==> src/rtl/synth_ctrl_pkg.sv <==
package synth_ctrl_pkg;

    localparam int BYTE_W = 8;
    localparam int DIV_W  = 2 * BYTE_W;

    // fixed upper six bits of the device address byte
    localparam logic [5:0] DEV_ADDR_HI = 6'b110010;

    // group-select codes in bits [3:2]
    localparam logic [1:0] GRP_REF  = 2'b01;
    localparam logic [1:0] GRP_MAIN = 2'b11;

    typedef enum logic [2:0] {
        ST_IDLE,
        ST_ADDR,
        ST_ADDR_ACK,
        ST_SUB,
        ST_SUB_ACK,
        ST_DATA,
        ST_DATA_ACK,
        ST_SKIP
    } ctl_state_e;

    typedef enum logic [2:0] {
        SL_STAT = 3'd0,
        SL_RHI  = 3'd1,
        SL_RLO  = 3'd2,
        SL_MHI  = 3'd3,
        SL_MLO  = 3'd4,
        SL_NONE = 3'd5
    } slot_e;

    typedef struct packed {
        logic [3:0] gpo;
        logic       band_am;
        logic       pd_test;
        logic       pd_pos;
        logic       pd_cur1;
    } stat_t;

endpackage

==> src/rtl/synth_ctrl_linesync.sv <==
module synth_ctrl_linesync #(
    parameter int STAGES = 2
) (
    input  logic clk,
    input  logic rst_n,
    input  logic scl_i,
    input  logic sda_i,
    output logic scl_o,
    output logic sda_o,
    output logic scl_rise_o,
    output logic scl_fall_o,
    output logic start_o,
    output logic stop_o
);

    logic [STAGES-1:0] scl_sh;
    logic [STAGES-1:0] sda_sh;
    logic              scl_q;
    logic              sda_q;

    always_ff @(posedge clk or negedge rst_n) begin
        if (!rst_n) begin
            scl_sh <= '1;
            sda_sh <= '1;
            scl_q  <= 1'b1;
            sda_q  <= 1'b1;
        end else begin
            scl_sh <= {scl_sh[STAGES-2:0], scl_i};
            sda_sh <= {sda_sh[STAGES-2:0], sda_i};
            scl_q  <= scl_sh[STAGES-1];
            sda_q  <= sda_sh[STAGES-1];
        end
    end

    assign scl_o      = scl_sh[STAGES-1];
    assign sda_o      = sda_sh[STAGES-1];
    assign scl_rise_o = scl_o & ~scl_q;
    assign scl_fall_o = ~scl_o & scl_q;
    assign start_o    = scl_o & scl_q & sda_q & ~sda_o;
    assign stop_o     = scl_o & scl_q & ~sda_q & sda_o;

endmodule

==> src/rtl/synth_ctrl_fsm.sv <==
module synth_ctrl_fsm
    import synth_ctrl_pkg::*;
(
    input  logic              clk,
    input  logic              rst_n,
    input  logic              sda_s,
    input  logic              scl_rise,
    input  logic              scl_fall,
    input  logic              start,
    input  logic              stop,
    input  logic              addr_sel,
    output logic              sda_pull,
    output logic              wr_en,
    output slot_e             wr_slot,
    output logic [BYTE_W-1:0] wr_byte,
    output ctl_state_e        state_o
);

    localparam int CNT_W = $clog2(BYTE_W + 1);

    ctl_state_e        state, nxt;
    logic [CNT_W-1:0]  bit_cnt;
    logic [BYTE_W-1:0] shreg;
    slot_e             slot;
    logic              byte_full;
    logic              addr_ok;
    logic              receiving;
    logic              in_ack;

    assign byte_full = (bit_cnt == CNT_W'(BYTE_W));
    assign addr_ok   = (shreg[7:2] == DEV_ADDR_HI) && (shreg[1] == addr_sel) && !shreg[0];
    assign receiving = (state == ST_ADDR) || (state == ST_SUB) || (state == ST_DATA);
    assign in_ack    = (state == ST_ADDR_ACK) || (state == ST_SUB_ACK) || (state == ST_DATA_ACK);

    function automatic slot_e next_slot(input slot_e s);
        unique case (s)
            SL_STAT: return SL_RHI;
            SL_RHI:  return SL_RLO;
            SL_MHI:  return SL_MLO;
            default: return SL_NONE;
        endcase
    endfunction

    // next-state decode
    always_comb begin
        nxt = state;
        if (start) begin
            nxt = ST_ADDR;
        end else if (stop) begin
            nxt = ST_IDLE;
        end else begin
            unique case (state)
                ST_IDLE:     nxt = ST_IDLE;
                ST_SKIP:     nxt = ST_SKIP;
                ST_ADDR:     if (scl_fall && byte_full) nxt = addr_ok ? ST_ADDR_ACK : ST_SKIP;
                ST_SUB:      if (scl_fall && byte_full) nxt = ST_SUB_ACK;
                ST_DATA:     if (scl_fall && byte_full) nxt = ST_DATA_ACK;
                ST_ADDR_ACK: if (scl_fall) nxt = ST_SUB;
                ST_SUB_ACK:  if (scl_fall) nxt = ST_DATA;
                ST_DATA_ACK: if (scl_fall) nxt = ST_DATA;
                default:     nxt = ST_IDLE;
            endcase
        end
    end

    // state register
    always_ff @(posedge clk or negedge rst_n) begin
        if (!rst_n) state <= ST_IDLE;
        else        state <= nxt;
    end

    // outputs and byte datapath
    always_ff @(posedge clk or negedge rst_n) begin
        if (!rst_n) begin
            bit_cnt <= '0;
            shreg   <= '0;
            slot    <= SL_NONE;
            wr_en   <= 1'b0;
            wr_slot <= SL_NONE;
            wr_byte <= '0;
        end else begin
            wr_en <= 1'b0;
            if (start) begin
                bit_cnt <= '0;
            end else if (receiving && scl_rise && !byte_full) begin
                shreg   <= {shreg[BYTE_W-2:0], sda_s};
                bit_cnt <= bit_cnt + 1'b1;
            end else if (in_ack && scl_fall) begin
                bit_cnt <= '0;
            end
            if (!start && !stop && scl_fall && byte_full) begin
                if (state == ST_SUB) begin
                    unique case (shreg[3:2])
                        GRP_REF:  slot <= SL_STAT;
                        GRP_MAIN: slot <= SL_MHI;
                        default:  slot <= SL_NONE;
                    endcase
                end else if (state == ST_DATA) begin
                    wr_en   <= (slot != SL_NONE);
                    wr_slot <= slot;
                    wr_byte <= shreg;
                    slot    <= next_slot(slot);
                end
            end
        end
    end

    assign sda_pull = in_ack;
    assign state_o  = state;

endmodule

==> src/rtl/synth_ctrl_regs.sv <==
module synth_ctrl_regs
    import synth_ctrl_pkg::*;
(
    input  logic              clk,
    input  logic              rst_n,
    input  logic              wr_en,
    input  slot_e             wr_slot,
    input  logic [BYTE_W-1:0] wr_byte,
    output stat_t             stat,
    output logic [DIV_W-1:0]  ref_div,
    output logic [DIV_W-1:0]  main_div
);

    logic [BYTE_W-1:0] ref_hi;
    logic [BYTE_W-1:0] main_hi;

    always_ff @(posedge clk or negedge rst_n) begin
        if (!rst_n) begin
            stat     <= '0;
            ref_hi   <= '0;
            main_hi  <= '0;
            ref_div  <= '0;
            main_div <= '0;
        end else if (wr_en) begin
            unique case (wr_slot)
                SL_STAT: stat     <= stat_t'(wr_byte);
                SL_RHI:  ref_hi   <= wr_byte;
                SL_RLO:  ref_div  <= {ref_hi, wr_byte};
                SL_MHI:  main_hi  <= wr_byte;
                SL_MLO:  main_div <= {main_hi, wr_byte};
                default: ;
            endcase
        end
    end

endmodule

==> src/rtl/synth_ctrl_i2c.sv <==
module synth_ctrl_i2c
    import synth_ctrl_pkg::*;
#(
    parameter int SYNC_STAGES = 2
) (
    input  logic             clk,
    input  logic             rst_n,
    input  logic             scl_i,
    input  logic             sda_i,
    input  logic             addr_sel_i,
    output logic             sda_pull_o,
    output logic [3:0]       gpo_o,
    output logic             band_am_o,
    output logic             pd_test_o,
    output logic             pd_pos_o,
    output logic             pd_cur1_o,
    output logic [DIV_W-1:0] ref_div_o,
    output logic [DIV_W-1:0] main_div_o
);

    logic              scl_s, sda_s, scl_rise, scl_fall, bus_start, bus_stop;
    logic              wr_en;
    slot_e             wr_slot;
    logic [BYTE_W-1:0] wr_byte;
    ctl_state_e        fsm_state;
    stat_t             stat_q;

    synth_ctrl_linesync #(.STAGES(SYNC_STAGES)) u_sync (
        .clk        (clk),
        .rst_n      (rst_n),
        .scl_i      (scl_i),
        .sda_i      (sda_i),
        .scl_o      (scl_s),
        .sda_o      (sda_s),
        .scl_rise_o (scl_rise),
        .scl_fall_o (scl_fall),
        .start_o    (bus_start),
        .stop_o     (bus_stop)
    );

    synth_ctrl_fsm u_fsm (
        .clk      (clk),
        .rst_n    (rst_n),
        .sda_s    (sda_s),
        .scl_rise (scl_rise),
        .scl_fall (scl_fall),
        .start    (bus_start),
        .stop     (bus_stop),
        .addr_sel (addr_sel_i),
        .sda_pull (sda_pull_o),
        .wr_en    (wr_en),
        .wr_slot  (wr_slot),
        .wr_byte  (wr_byte),
        .state_o  (fsm_state)
    );

    synth_ctrl_regs u_regs (
        .clk      (clk),
        .rst_n    (rst_n),
        .wr_en    (wr_en),
        .wr_slot  (wr_slot),
        .wr_byte  (wr_byte),
        .stat     (stat_q),
        .ref_div  (ref_div_o),
        .main_div (main_div_o)
    );

    assign gpo_o     = stat_q.gpo;
    assign band_am_o = stat_q.band_am;
    assign pd_test_o = stat_q.pd_test;
    assign pd_pos_o  = stat_q.pd_pos;
    assign pd_cur1_o = stat_q.pd_cur1;

endmodule

==> config.mk <==
export PLATFORM = sky130hd
export DESIGN_NAME = synth_ctrl_i2c
export DESIGN_NICKNAME = d
export VERILOG_FILES = /design/src/rtl/synth_ctrl_pkg.sv /design/src/rtl/synth_ctrl_linesync.sv /design/src/rtl/synth_ctrl_fsm.sv /design/src/rtl/synth_ctrl_regs.sv /design/src/rtl/synth_ctrl_i2c.sv
export SDC_FILE = /design/constraint.sdc
export NUM_CORES = 1
export LEC_CHECK = 0
export ABC_AREA = 1
export BUFFER_PORTS_ARGS = -buffer_cell sky130_fd_sc_hd__buf_4
export CORE_UTILIZATION = 50
export CTS_CLUSTER_SIZE = 24
export DETAILED_ROUTE_END_ITERATION = 10
export PLACE_DENSITY = 0.7
export SYNTH_ARGS = -nofsm -noshare
export SYNTH_HDL_FRONTEND = slang
export SYNTH_HIERARCHICAL = 1
export SYNTH_SLANG_ARGS = --single-unit
==> constraint.sdc <==
create_clock -name clk -period 4.7 [get_ports clk]
set_input_delay 0.94 -clock clk [delete_from_list [all_inputs] [get_ports clk]]
set_output_delay 0.94 -clock clk [all_outputs]
set_load 0.005 [all_outputs]
### Yosys cells after proc, flatten, opt, wreduce, memory -nomap -nowiden

Index checks and enable logic that the tools add are counted.

| word-level totals | value |
|---|---|
| flip-flop bits (word level) | 92 |
| bits in latches | 0 |
| RAM bits | 0 |
| memory bits (read-only) | 0 |
| output and inout bits | 41 |
| memories kept | 0 |

| cells by class | value |
|---|---|
| $add $sub $neg | 1 |
| multiply operators | 0 |
| divide/modulo/power cells | 0 |
| magnitude comparators | 0 |
| equality and inequality tests | 24 |
| shift operators | 0 |
| multiplexer cells | 19 |
| bitwise gates (word level) | 13 |
| reductions and logical operators | 32 |

Operator list:

| kind | count |
|---|---|
| $mux 3 | 10 |
| $pmux 3 s7 | 1 |
| $ne 4x1->1 const B | 4 |
| $eq 3x2->1 const B | 5 |
| $eq 3x3->1 const B | 5 |
| $reduce_and 2->1 | 7 |
| $mux 4 | 3 |
| $eq 3x1->1 const B | 3 |
| $logic_and 1x1->1 | 9 |
| $logic_not 3->1 | 3 |
| $pmux 3 s3 | 1 |
| $and 1x1->1 | 7 |
| $eq 6x6->1 const B | 1 |
| $not 1->1 | 6 |
| $pmux 3 s2 | 1 |
| $reduce_and 5->1 | 1 |
| $add 4x1->4 const B | 1 |
| $eq 4x4->1 const B | 1 |
| $logic_not 1->1 | 4 |
| $logic_or 1x1->1 | 4 |
| $ne 4x2->1 const B | 1 |
| $mux 1 | 3 |
| $ne 3x3->1 const B | 1 |
| $reduce_and 3->1 | 1 |
| other kinds (6) | 6 |

### Depth between registers and ports, before layout

Gate-level depths: netlist of the first run.

| logic depth | value |
|---|---|
| word-level depth | 8 |
| depth in mapped cells | 10 |
| mapped depth without buffers | 10 |

### Modules after synthesis

Netlist of the first run, hierarchy kept.

By module, submodules not included:

| module | times used | cells each | area an instance (um2) |
|---|---|---|---|
| synth_ctrl_regs | 1 | 252 | 2,238.4 |
| synth_ctrl_fsm | 1 | 171 | 1,614.0 |
| synth_ctrl_linesync | 1 | 17 | 198.9 |

### Worst setup path after synthesis of the first run

Ideal clock, no wire load.

| path | value |
|---|---|
| path kind | register to output |
| start | reg u_fsm.state[2] (netlist: u_fsm/state_o[2]) |
| end | out sda_pull_o |
| arrival time | 0.741 ns |
| required time | 3.760 ns |
| slack | 3.019 ns |
| stages on the path, launching flop included | 5 |
| path buffers | 0 |
| cell sequence | dfrtp_1 inv_4 nand2_1 nand2_1 inv_1 |

| between the ends | value |
|---|---|
| longest elaborated chain between the ends | 3 |
| elaborated cells between the ends (all ways) | 5 |
| classes of those cells | eq/ne (3); reduce/logical (2) |

RTL lines:

| what | line | RTL |
|---|---|---|
| from (decl) | synth_ctrl_fsm.sv:21 | `ctl_state_e state, nxt;` |
| from (signal assigned) | synth_ctrl_fsm.sv:69 | `else state <= nxt;` |
| $eq 3x2->1 / $eq 3x3->1 (equally long branches) | synth_ctrl_fsm.sv:33 | `assign in_ack = (state == ST_ADDR_ACK) \|\| (state == ST_SUB_ACK) \|\| (state == ST_DATA_ACK);` |
| $logic_or 1x1->1 | synth_ctrl_fsm.sv:33 |  |
| $logic_or 1x1->1 (*) | synth_ctrl_fsm.sv:33 |  |
| to (decl) | synth_ctrl_i2c.sv:11 | `output logic sda_pull_o,` |

Mark *: on every way between the ends. The rest lies on a longest branch, timed or not.

### Final worst setup path of the first run

| path | value |
|---|---|
| start | reg u_fsm.state[0] (netlist: u_fsm/state_o[0]) |
| end | out sda_pull_o |

The elaborated chain is that of the path after synthesis.

==> results of run 1 <==
==> metal layers <==
| metal | GRT usage | part of all wire | vias up |
|---|---|---|---|
| met4 | 0.102 | 0.026 | 0 |
| met1 | 0.267 | 0.45 | 1424 |
| met3 | 0.0282 | 0.036 | 16 |
| li1 | - | - | 1493 |
| met5 | 0 | 0 | - |
| met2 | 0.340 | 0.48 | 59 |
==> synthesized netlist by cell type <==
cell | instances | area, um^2
o211ai_2 | 1 | 12.5
nand3_1 | 53 | 265
nand3_2 | 1 | 10.0
nand2_1 | 169 | 634
a21oi_2 | 1 | 8.76
o21ai_0 | 11 | 55.1
nor3_2 | 1 | 10.0
nand4_4 | 1 | 21.3
o21ai_2 | 19 | 166
nand2_2 | 7 | 43.8
ha_1 | 2 | 25.0
nor2_4 | 3 | 33.8
buf_6 | 2 | 22.5
a21oi_1 | 3 | 15.0
buf_4 | 2 | 15.0
inv_4 | 1 | 6.26
buf_12 | 1 | 20.0
xor2_1 | 2 | 17.5
nor2_1 | 13 | 48.8
nand2_4 | 3 | 33.8
inv_2 | 4 | 15.0
nand4_1 | 1 | 6.26
clkinv_1 | 1 | 3.75
nor2_2 | 2 | 12.5
a31oi_4 | 1 | 21.3
dfstp_2 | 10 | 263
a22oi_1 | 2 | 15.0
nor3_1 | 3 | 15.0
dfrtp_1 | 82 | 2050
inv_1 | 28 | 105
nor2_8 | 1 | 20.0
nand3_4 | 1 | 17.5
buf_2 | 8 | 40.0
==> logic make-up (layout without fill, tap and decap cells) <==
family          Yosys count  in the layout  share of synthesized area
simple gates            259            259                      0.289
fa+ha+maj                 2              2                    0.00618
buf+inv                  47             97                     0.0562
xor+xnor                  2              2                    0.00432
compound gates           38             38                     0.0726
flops                    92             92                      0.571
==> metrics by stage <==
stage          total power, mW   util  instances  hold slack, ns
2_1_floorplan             1.19      -        440           0.345
3_3_place_gp              1.25  0.571        576           0.345
3_5_place_dp              1.26  0.571        576           0.347
4_1_cts                   1.85  0.600        592           0.361
5_1_grt                   1.93  0.600        592           0.367
6_report                  1.83  0.600        592           0.359
==> cell type report <==
type / count / area [um^2] / area share
clock buffer: 10 / 128 / 0.0274
multi-input combinational: 301 / 1510 / 0.324
tap: 102 / 128 / 0.0274
timing repair buffer: 47 / 353 / 0.0758
sequential: 92 / 2310 / 0.497
inverter: 34 / 130 / 0.0279
clock inverter: 6 / 95.1 / 0.0204
==> flip-flops by register name, indices dropped and copies added (netlist names) <==
| name | cells |
|---|---|
| u_regs/main_div | 16 |
| u_regs/ref_div | 16 |
| u_fsm/shreg | 8 |
| u_fsm/wr_byte | 8 |
| u_regs/main_hi | 8 |
| u_regs/ref_hi | 8 |
| u_regs/stat | 8 |
| u_fsm/bit_cnt | 4 |
| u_fsm/slot | 3 |
| u_fsm/state_o | 3 |
| u_fsm/wr_slot | 3 |
| u_sync/scl_sh | 2 |
| u_sync/sda_sh | 2 |
| u_fsm/wr_en | 1 |
| u_sync/scl_q | 1 |
| u_sync/sda_q | 1 |
==> final timing paths <==
| path | from | endpoint | slack, ns | cells after the start |
|---|---|---|---|---|
| max | u_fsm/state_o[0]$_DFFE_PN0P_ | sda_pull_o | 2.41 | 4 |
| min | u_sync/scl_sh[0]$_DFF_PN1_ | u_sync/scl_sh[1]$_DFF_PN1_ | 0.36 | 0 |
| max reg2reg | u_sync/scl_sh[1]$_DFF_PN1_ | u_fsm/wr_byte[0]$_DFFE_PN0P_ | 2.79 | 8 |
| min reg2reg | u_sync/scl_sh[0]$_DFF_PN1_ | u_sync/scl_sh[1]$_DFF_PN1_ | 0.36 | 0 |
| max in group asynchronous | rst_n | u_fsm/wr_slot[2]$_DFFE_PN1P_ | 3.12 | 2 |
| min in group asynchronous | rst_n | u_regs/main_div[5]$_DFFE_PN0P_ | 0.66 | 1 |
==> worst reg2reg max path: cells and delay by family, from the launching register on <==
kind / cells / cell delay, ns
and+or+nand+nor: 6 / 1.05
DFF: 1 / 0.57
buffers and inverters: 1 / 0.14
AOI/OAI and AO/OA: 1 / 0.07
==> power by group through the flow <==
| stage | Combinational (mW) | Clock (mW) | Sequential (mW) |
|---|---|---|---|
| after floorplan | 0.277 | 0 | 0.912 |
| after global placement | 0.312 | 0 | 0.933 |
| after detailed placement | 0.321 | 0 | 0.937 |
| after CTS | 0.322 | 0.604 | 0.922 |
| after global routing | 0.363 | 0.636 | 0.932 |
| final | 0.318 | 0.589 | 0.922 |
==> run metrics, run 1 <==
fin nets roughly 500; critical path's slowest cell dfrtp_1; # DRC 0; Worst path most repeated cell inv_1; Final HPWL DP approximately 5300 um; Via density 5.05; ratio of cells with drive above 1 in the final layout 0.243; Avg WL per Cell ~13 um; Final Wtd Congestion 0.740; GRT Overall Usage 0.206; Boundary Pins 46; Gate Count Post-Synth 440; VDD IR max roughly 0.3 mV; NetSw between 0.5 and 0.6 mW; Die X-Extent between 90 and 100 um; area of the die roughly 8500 um^2; setup TNS 0 ns; GRT overflow 0; Die Ht 92.0 um; CTS sink count 92; Clock Skew 0.0101 ns; Crit Path Class reg2out; RSZ-0062 raised after global routing no; fin crit period about 2.3 ns; Via Count around 3000; synthesized flop and latch total 92; Syn-to-layout area delta 14.9%; Cell variety after synth 33; commonest non-fill, non-tap cell in the layout nand2_1; Initial Util 0.522; Slew headroom 0.485; Syn Std Cell Area between 4000 and 5000 um^2; Fmax roughly 440 MHz; status finished clean; vias in the first global route roughly 2900; CTS tree done; std cell rows 32; CP Launch Type register; Avg Synthesized Cell Area around 9 um^2; Combinational Power Share 0.174; Sw Share 0.305; syn nets about 450; sequential area share after synthesis 0.571; final hold vios 0; Clk Latency, worst-skew pair around 0.36 ns; pwr dens 393 nW/um^2; CP max stage delay just over 0.6 ns; antenna violations before repair 0; maximum fanout along the worst path 9; final period utilization 0.487; 1st-pass router iterations 4; CORE AREA slightly below 8000 um^2; dpl ws between 2 and 3 ns; # fillers 712; most frequent cells in the layout nand2_1, dfrtp_1, nand3_1; WP data required 3.76 ns; ANT nets after route 0; post_cts resized 0; 1st-iter DRT viols around 130; Post-DP Area roughly 4400 um^2; HP Class reg2reg; post-CTS setup buffers 0; Clock Tree Root clkbuf_8; Sequential Power Share 0.504; MaxCap Viol Count 0; Ys Warns 6; delay-heaviest family, CP flip-flops; WL final around 8000 um; CTS Hold Bufs 0; CTS Buf Count 9; # diodes 0; clock share of power 0.322; PortBufs 45; Buf/Inv on CP 3; Crit. End Element output port; largest net degree at the start of global routing 64; clk buf depth 2; Setup WS post-layout 2.41 ns; Worst Path Arrival ~1.4 ns; Int Power approximately 1.3 mW; critical-path cell list inv_1 -> nand2_1 -> inv_1 -> buf_4; first-pass GRT wire length about 13000 um; Static Leak around 2.5 nW; Max Transition Viols Final 0; Final setup viols 0; Final Cell Area between 4000 and 5000 um^2; Clock transition at path regs roughly 0.090 ns; CTS H-Tree Depth 3; worst slew pin tran 0.772 ns
No activity file was read; power rests on OpenSTA's default activity.
==> run 2: changes to the inputs <==
ABC_AREA = 0   (was 1)
clock period = 2.35 ns   (was 4.7 ns; I/O delays follow)
==> run 2 against run 1 <==
Effect of this change:
- sequential cell count unchanged
- largest cell class unchanged
- wire length fell by 19%
- count of clock-buffer cells in the layout did not move
==> run metrics, run 2 <==
fin util 0.612 (was 0.600); Syn Std Cell Area 3800 um^2 (was 4050 um^2); reg2reg end u_fsm/wr_byte[4]$_DFFE_PN0P_ (was u_fsm/wr_byte[0]$_DFFE_PN0P_); MaxCap Viol Count 0 (unchanged); delay-heaviest family, CP simple AND/OR/NAND/NOR gates (was flip-flops); Via Count 2143 (was 2992); Syn-to-layout area delta 17.5% (was 14.9%); largest net degree at the start of global routing 93 (was 64); GRT overflow 0 (unchanged); Final setup viols 0 (unchanged); DRT met1 WL 2960 um (was 3550 um); most frequent cells in the layout dfrtp_1, mux2_2, buf_4 (was nand2_1, dfrtp_1, nand3_1); first-pass GRT wire length 10600 um (was 13500 um); final period utilization 0.900; area taken by multi-input logic gates 1410 um^2 (was 1510 um^2); critical path depth 5 (was 4); Crit. End Element register (was output port); Post-synth EDFFs 0 (unchanged); CTS Hold Bufs 0 (unchanged); # fillers 583 (was 712); Clock transition at path regs 0.09 ns (about the same); antenna violations before repair 0 (unchanged); synthesized flop and latch total 92 (unchanged); HP Class in2async (was reg2reg); top cells by count, synth dfrtp_1, mux2_2, mux2_1, dfstp_2, nor2_1 (was nand2_1, dfrtp_1, nand3_1, inv_1, o21ai_2); Slew headroom 0.567 (was 0.485); CTS tree done (unchanged); fin crit period roughly 2.1 ns; GRT Overall Usage 0.179 (was 0.206); Synth area leaders dfrtp_1, mux2_2, dfstp_2 (was dfrtp_1, nand2_1, nand3_1); Die Ht 89.2 um (was 92.0 um); Ys Warns 6 (unchanged); CTS sink count 92 (unchanged); Buf/Inv on CP 0 (was 3); CP Launch Type register (unchanged); CORE AREA 7290 um^2 (was 7770 um^2); area of the die 7950 um^2 (was 8470 um^2); top cell type's share of synthesized area 0.540 (was 0.506); status finished clean (unchanged); register-to-register setup slack 0.24 ns (was 2.79 ns); most common flop cell mapped by yosys dfrtp_1 (unchanged); Clock Tree Root clkbuf_8 (unchanged); Yosys top cell by area dfrtp_1 (unchanged); post_cts resized 0 (unchanged); Boundary Pins 46 (unchanged); Static Leak 2.28 nW (was 2.47 nW); Max Transition Viols Final 0 (unchanged); Final Wtd Congestion 0.805 (was 0.740); # diodes 0 (unchanged); largest registers u_regs/main_div x16, u_regs/ref_div x16 (unchanged); Die X-Extent 89.2 um (was 92.0 um); # DRC 0 (unchanged); setup TNS 0 ns (unchanged); syn nets 258 (was 447); Initial Util 0.521 (was 0.522); end of the critical path u_fsm/wr_byte[4]$_DFFE_PN0P_ (was sda_pull_o); most common cell in the netlist dfrtp_1 (was nand2_1); Avg Synthesized Cell Area 15.1 um^2 (was 9.21 um^2); Clock Skew 0.0101 ns (about the same); critical path's slowest cell dfstp_2 (was dfrtp_1); Via density 5.28 (was 5.05); vias in the first global route 2135 (was 2892); pwr dens 702 nW/um^2 (was 393 nW/um^2); WL met3 222 um (was 283 um); reg2reg path depth 5 (was 8); Crit Path Class reg2reg (was reg2out); Top Layer Used met4 (unchanged); metal2 WL 3040 um (was 3770 um); ANT nets after route 0 (unchanged); Final HPWL DP 4300 um (was 5320 um); WP data required 2.58 ns (was 3.76 ns); VDD IR max 0.399 mV (was 0.308 mV); critical-path cell list nor2b_1 -> and4b_1 -> and2_4 -> nand4b_4 -> mux2_4 (was inv_1 -> nand2_1 -> inv_1 -> buf_4); Clk Latency, worst-skew pair 0.35 ns (was 0.36 ns); ratio of cells with drive above 1 in the final layout 0.472 (was 0.243); Gate Count Post-Synth 251 (was 440); std cell rows 31 (was 32); worst slew pin tran 0.647 ns (was 0.772 ns); commonest non-fill, non-tap cell in the layout dfrtp_1 (was nand2_1); clk buf depth 2 (unchanged); Fmax 473 MHz; CTS Buf Count 9 (unchanged); Worst Path Arrival 2.35 ns (was 1.35 ns); Worst R2R Start u_sync/scl_q$_DFF_PN1_ (was u_sync/scl_sh[1]$_DFF_PN1_); 1st-pass router iterations 4 (unchanged); sequential area share after synthesis 0.610 (was 0.571); CTS H-Tree Depth 3 (unchanged); Worst Setup SP u_sync/scl_q$_DFF_PN1_ (was u_fsm/state_o[0]$_DFFE_PN0P_); fin nets 309 (was 492); ys async rst share 1.00 (unchanged); RSZ-0062 raised after global routing no (unchanged); 1st-iter DRT viols 58 (was 128); post-CTS setup buffers 0 (unchanged); Avg WL per Cell 15.6 um (was 13.2 um); CP max stage delay 0.55 ns (was 0.61 ns); maximum fanout along the worst path 12 (was 9); PortBufs 45 (unchanged); WL final 6340 um (was 7810 um); register area 2310 um^2 (unchanged); final hold vios 0 (unchanged); Cell variety after synth 45 (was 33)
==> run 2: layer usage <==
metal	GRT usage	vias to the layer above
met4	0.0851	0
li1	-	999
met5	0	-
met1	0.235	1089
met2	0.294	44
met3	0.0305	11
==> run 2: how the worst min path moves through the flow <==
| stage | endpoint | slack, ns | cells past startpoint |
|---|---|---|---|
| 6_report | u_regs/main_hi[6]$_DFFE_PN0P_ | 0.12 | 2 |
| 4_1_cts | u_regs/main_div[14]$_DFFE_PN0P_ | 0.16 | 2 |
| 3_5_place_dp | u_sync/scl_sh[1]$_DFF_PN1_ | 0.35 | 0 |
| 5_1_grt | u_regs/main_hi[6]$_DFFE_PN0P_ | 0.17 | 2 |
| 2_1_floorplan | u_fsm/bit_cnt[0]$_DFFE_PN0P_ | 0.17 | 0 |
| 3_3_place_gp | u_sync/scl_sh[1]$_DFF_PN1_ | 0.35 | 0 |
==> run 2: cell type report <==
| cell class | instances | area share |
|---|---|---|
| Timing Repair Buffer | 51 | 0.0886 |
| Tap cell | 99 | 0.0278 |
| Sequential cell | 92 | 0.519 |
| Clock buffer | 10 | 0.0286 |
| Multi-Input combinational cell | 142 | 0.316 |
| Clock inverter | 6 | 0.0146 |
| Inverter | 6 | 0.00505 |
==> run 2: kinds of logic (layout without fill, tap and decap cells) <==
| logic type | count (synthesis) | in the layout | share of synthesized area |
|---|---|---|---|
| multiplexers | 76 | 76 | 0.234 |
| buffers and inverters | 17 | 73 | 0.0267 |
| adder cells (fa/ha/maj) | 2 | 2 | 0.00659 |
| XOR/XNOR | 3 | 3 | 0.00692 |
| flip-flops | 92 | 92 | 0.610 |
| AO/OA/AOI/OAI | 17 | 17 | 0.0316 |
| AND/OR/NAND/NOR | 44 | 44 | 0.0847 |
==> run 2: report_power, final <==
group	internal, mW	leakage (nW)	switching [mW]
combinational	0.149	0.961	0.127
sequential	1.69	1.23	0.137
clock	0.492	0.0962	0.537
==> run 2: per-stage QoR <==
stage	power (mW)	hold slack, ns	instance area [um^2]	setup slack, ns	cells
2_1_floorplan	2.02	0.174	3800	0.496	251
3_3_place_gp	2.13	0.352	4270	0.348	390
3_5_place_dp	2.14	0.348	4270	0.259	390
4_1_cts	3.17	0.162	4460	0.229	406
5_1_grt	3.29	0.169	4460	0.144	406
6_report	3.13	0.122	4460	0.235	406
==> run 3: changes to the inputs <==
CELL_PAD_IN_SITES_DETAIL_PLACEMENT = 0   (was default)
CELL_PAD_IN_SITES_GLOBAL_PLACEMENT = 1   (was default)
CORE_UTILIZATION = 48   (was 50)
MAX_ROUTING_LAYER = met4   (was default)
PLACE_DENSITY = default   (was 0.7)
PLACE_DENSITY_LB_ADDON = 0.1   (was default)
SLEW_MARGIN = 0   (was default)
==> run 3 against run 2 <==
Effect of this change:
- global-route usage increased by 0.48 points
- clock skew grew 0.0043 ns
- via count increased by 1.0%
- sequential power about the same
- non-clock buffer count rose by 4
- cell area grew 0.84%
- setup slack better by 0.14 ns
- critical path depth did not move
- largest cell class unchanged
==> run metrics, run 3 (synthesis gave the netlist of run 2 again) <==
Worst R2R Start u_sync/scl_q$_DFF_PN1_ (unchanged); GRT overflow 0 (unchanged); PortBufs 45 (unchanged); CTS Buf Count 9 (unchanged); first-pass GRT wire length 11400 um (was 10600 um); Fmax 507 MHz (was 473 MHz); Clock Tree Root clkbuf_8 (unchanged); HP Class in2async (unchanged); Final Wtd Congestion 0.844 (was 0.805); Max Transition Viols Final 0 (unchanged); std cell rows 32 (was 31); critical-path cell list nor2b_1 -> and4b_1 -> and2_4 -> nand4b_4 -> mux2_4 (unchanged); RSZ-0062 raised after global routing no (unchanged); Crit Path Class reg2reg (unchanged); 1st-pass router iterations 4 (unchanged); largest registers u_regs/main_div x16, u_regs/ref_div x16 (unchanged); status finished clean (unchanged); post-CTS setup buffers 0 (unchanged); GRT Overall Usage 0.184 (was 0.179); reg2reg path depth 5 (unchanged); # DRC 0 (unchanged); most frequent cells in the layout dfrtp_1, buf_4, mux2_2 (was dfrtp_1, mux2_2, buf_4); Final HPWL DP 4540 um (was 4300 um); Crit. End Element register (unchanged); ANT nets after route 0 (unchanged); fin util 0.585 (was 0.612); Via Count 2165 (was 2143); Static Leak 2.30 nW (was 2.28 nW); WL final 6540 um (was 6340 um); delay-heaviest family, CP simple AND/OR/NAND/NOR gates (unchanged); Die X-Extent 90.9 um (was 89.2 um); register-to-register setup slack 0.38 ns (was 0.24 ns); fin nets 313 (was 309); Clock Skew 0.0144 ns (was 0.0101 ns); Final setup viols 0 (unchanged); clk buf depth 2 (unchanged); CORE AREA 7690 um^2 (was 7290 um^2); Clock transition at path regs 0.09 ns (about the same); Die Ht 90.9 um (was 89.2 um); dpl cells 397 (was 390); Buf/Inv on CP 0 (unchanged); area of the die 8270 um^2 (was 7950 um^2); setup TNS 0 ns (unchanged); vias in the first global route 2217 (was 2135); # diodes 0 (unchanged); antenna violations before repair 0 (unchanged); Worst Path Arrival 2.20 ns (was 2.35 ns); CP Launch Type register (unchanged); final period utilization 0.839 (was 0.900); Slew headroom 0.560 (was 0.567); CTS sink count 92 (unchanged); commonest non-fill, non-tap cell in the layout dfrtp_1 (unchanged); WP data required 2.58 ns (about the same); pwr dens 699 nW/um^2 (was 702 nW/um^2); CTS tree done (unchanged); VDD IR max 0.313 mV (was 0.399 mV); MaxCap Viol Count 0 (unchanged); largest net degree at the start of global routing 54 (was 93); fin cells 413 (was 406); CTS Hold Bufs 0 (unchanged); CP max stage delay 0.55 ns (about the same); Initial Util 0.494 (was 0.521); Clk Latency, worst-skew pair 0.35 ns (about the same); Syn-to-layout area delta 18.5% (was 17.5%); post_cts resized 0 (unchanged); critical path depth 5 (unchanged); maximum fanout along the worst path 12 (unchanged); worst slew pin tran 0.658 ns (was 0.647 ns); final hold vios 0 (unchanged); fin crit period 1.97 ns (was 2.11 ns); Avg WL per Cell 15.8 um (was 15.6 um); CTS H-Tree Depth 3 (unchanged); ratio of cells with drive above 1 in the final layout 0.482 (was 0.472); Via density 5.24 (was 5.28); Boundary Pins 46 (unchanged); reg2reg end u_fsm/wr_byte[3]$_DFFE_PN0P_ (was u_fsm/wr_byte[4]$_DFFE_PN0P_); 1st-iter DRT viols 77 (was 58); critical path's slowest cell dfstp_2 (unchanged)
==> run 3: cell types whose count changed in the layout (fill, tap and decap cells not counted), sizes merged <==
cell	delta
clkinvlp	+1
clkbuf	-1
buf	+4
clkinv	-2
inv	+2
==> run 3: cell type report <==
cell class              count  area [um^2]
inverters                   6         22.5
fillers                   656         3190
clock buffers               9          124
repair buffers             55          425
flip-flops and latches     92         2310
well taps                 102          128
multi-input cells         142         1410
clock inverters             7         72.6
==> run 3: worst max path at each step <==
stage,to,slack [ns],from
floorplan,u_fsm/wr_byte[2]$_DFFE_PN0P_,0.50,u_sync/scl_q$_DFF_PN1_
global placement,u_fsm/wr_byte[3]$_DFFE_PN0P_,0.41,u_sync/scl_q$_DFF_PN1_
detailed placement,u_fsm/wr_byte[3]$_DFFE_PN0P_,0.40,u_sync/scl_q$_DFF_PN1_
CTS,u_fsm/wr_byte[3]$_DFFE_PN0P_,0.38,u_sync/scl_q$_DFF_PN1_
global route,u_fsm/wr_byte[6]$_DFFE_PN0P_,0.29,u_sync/scl_q$_DFF_PN1_
finish,u_fsm/wr_byte[3]$_DFFE_PN0P_,0.38,u_sync/scl_q$_DFF_PN1_
==> run 3: worst register-to-register path, delay by kind of cell (launching register included) <==
kind             cells  cell delay [ns]
DFF                  1             0.55
muxes                1             0.39
and+or+nand+nor      4             0.92
==> run 3: routing by layer <==
layer	vias to the layer above	track usage	wire, um
li1	1015	-	-
met1	1109	0.255	3140
met2	34	0.271	3150
met3	7	0.0318	183
met4	0	0.0754	71
met5	-	-	0
==> run 3: report_power, final <==
| part | switching, mW | leakage, nW | internal (mW) |
|---|---|---|---|
| clock | 0.545 | 0.0960 | 0.495 |
| combinational | 0.127 | 0.980 | 0.154 |
| sequential | 0.135 | 1.23 | 1.69 |
==> run 3: metrics by stage <==
stage                     setup WS (ns)  cell area, um^2  hold WS, ns  total power [mW]
after floorplan                   0.496             3800        0.174              2.02
after detailed placement          0.396             4300        0.350              2.14
after global routing              0.288             4500       0.0351              3.32
final                             0.379             4500       0.0174              3.15
after CTS                         0.382             4500       0.0120              3.20
after global placement            0.407             4300        0.347              2.13
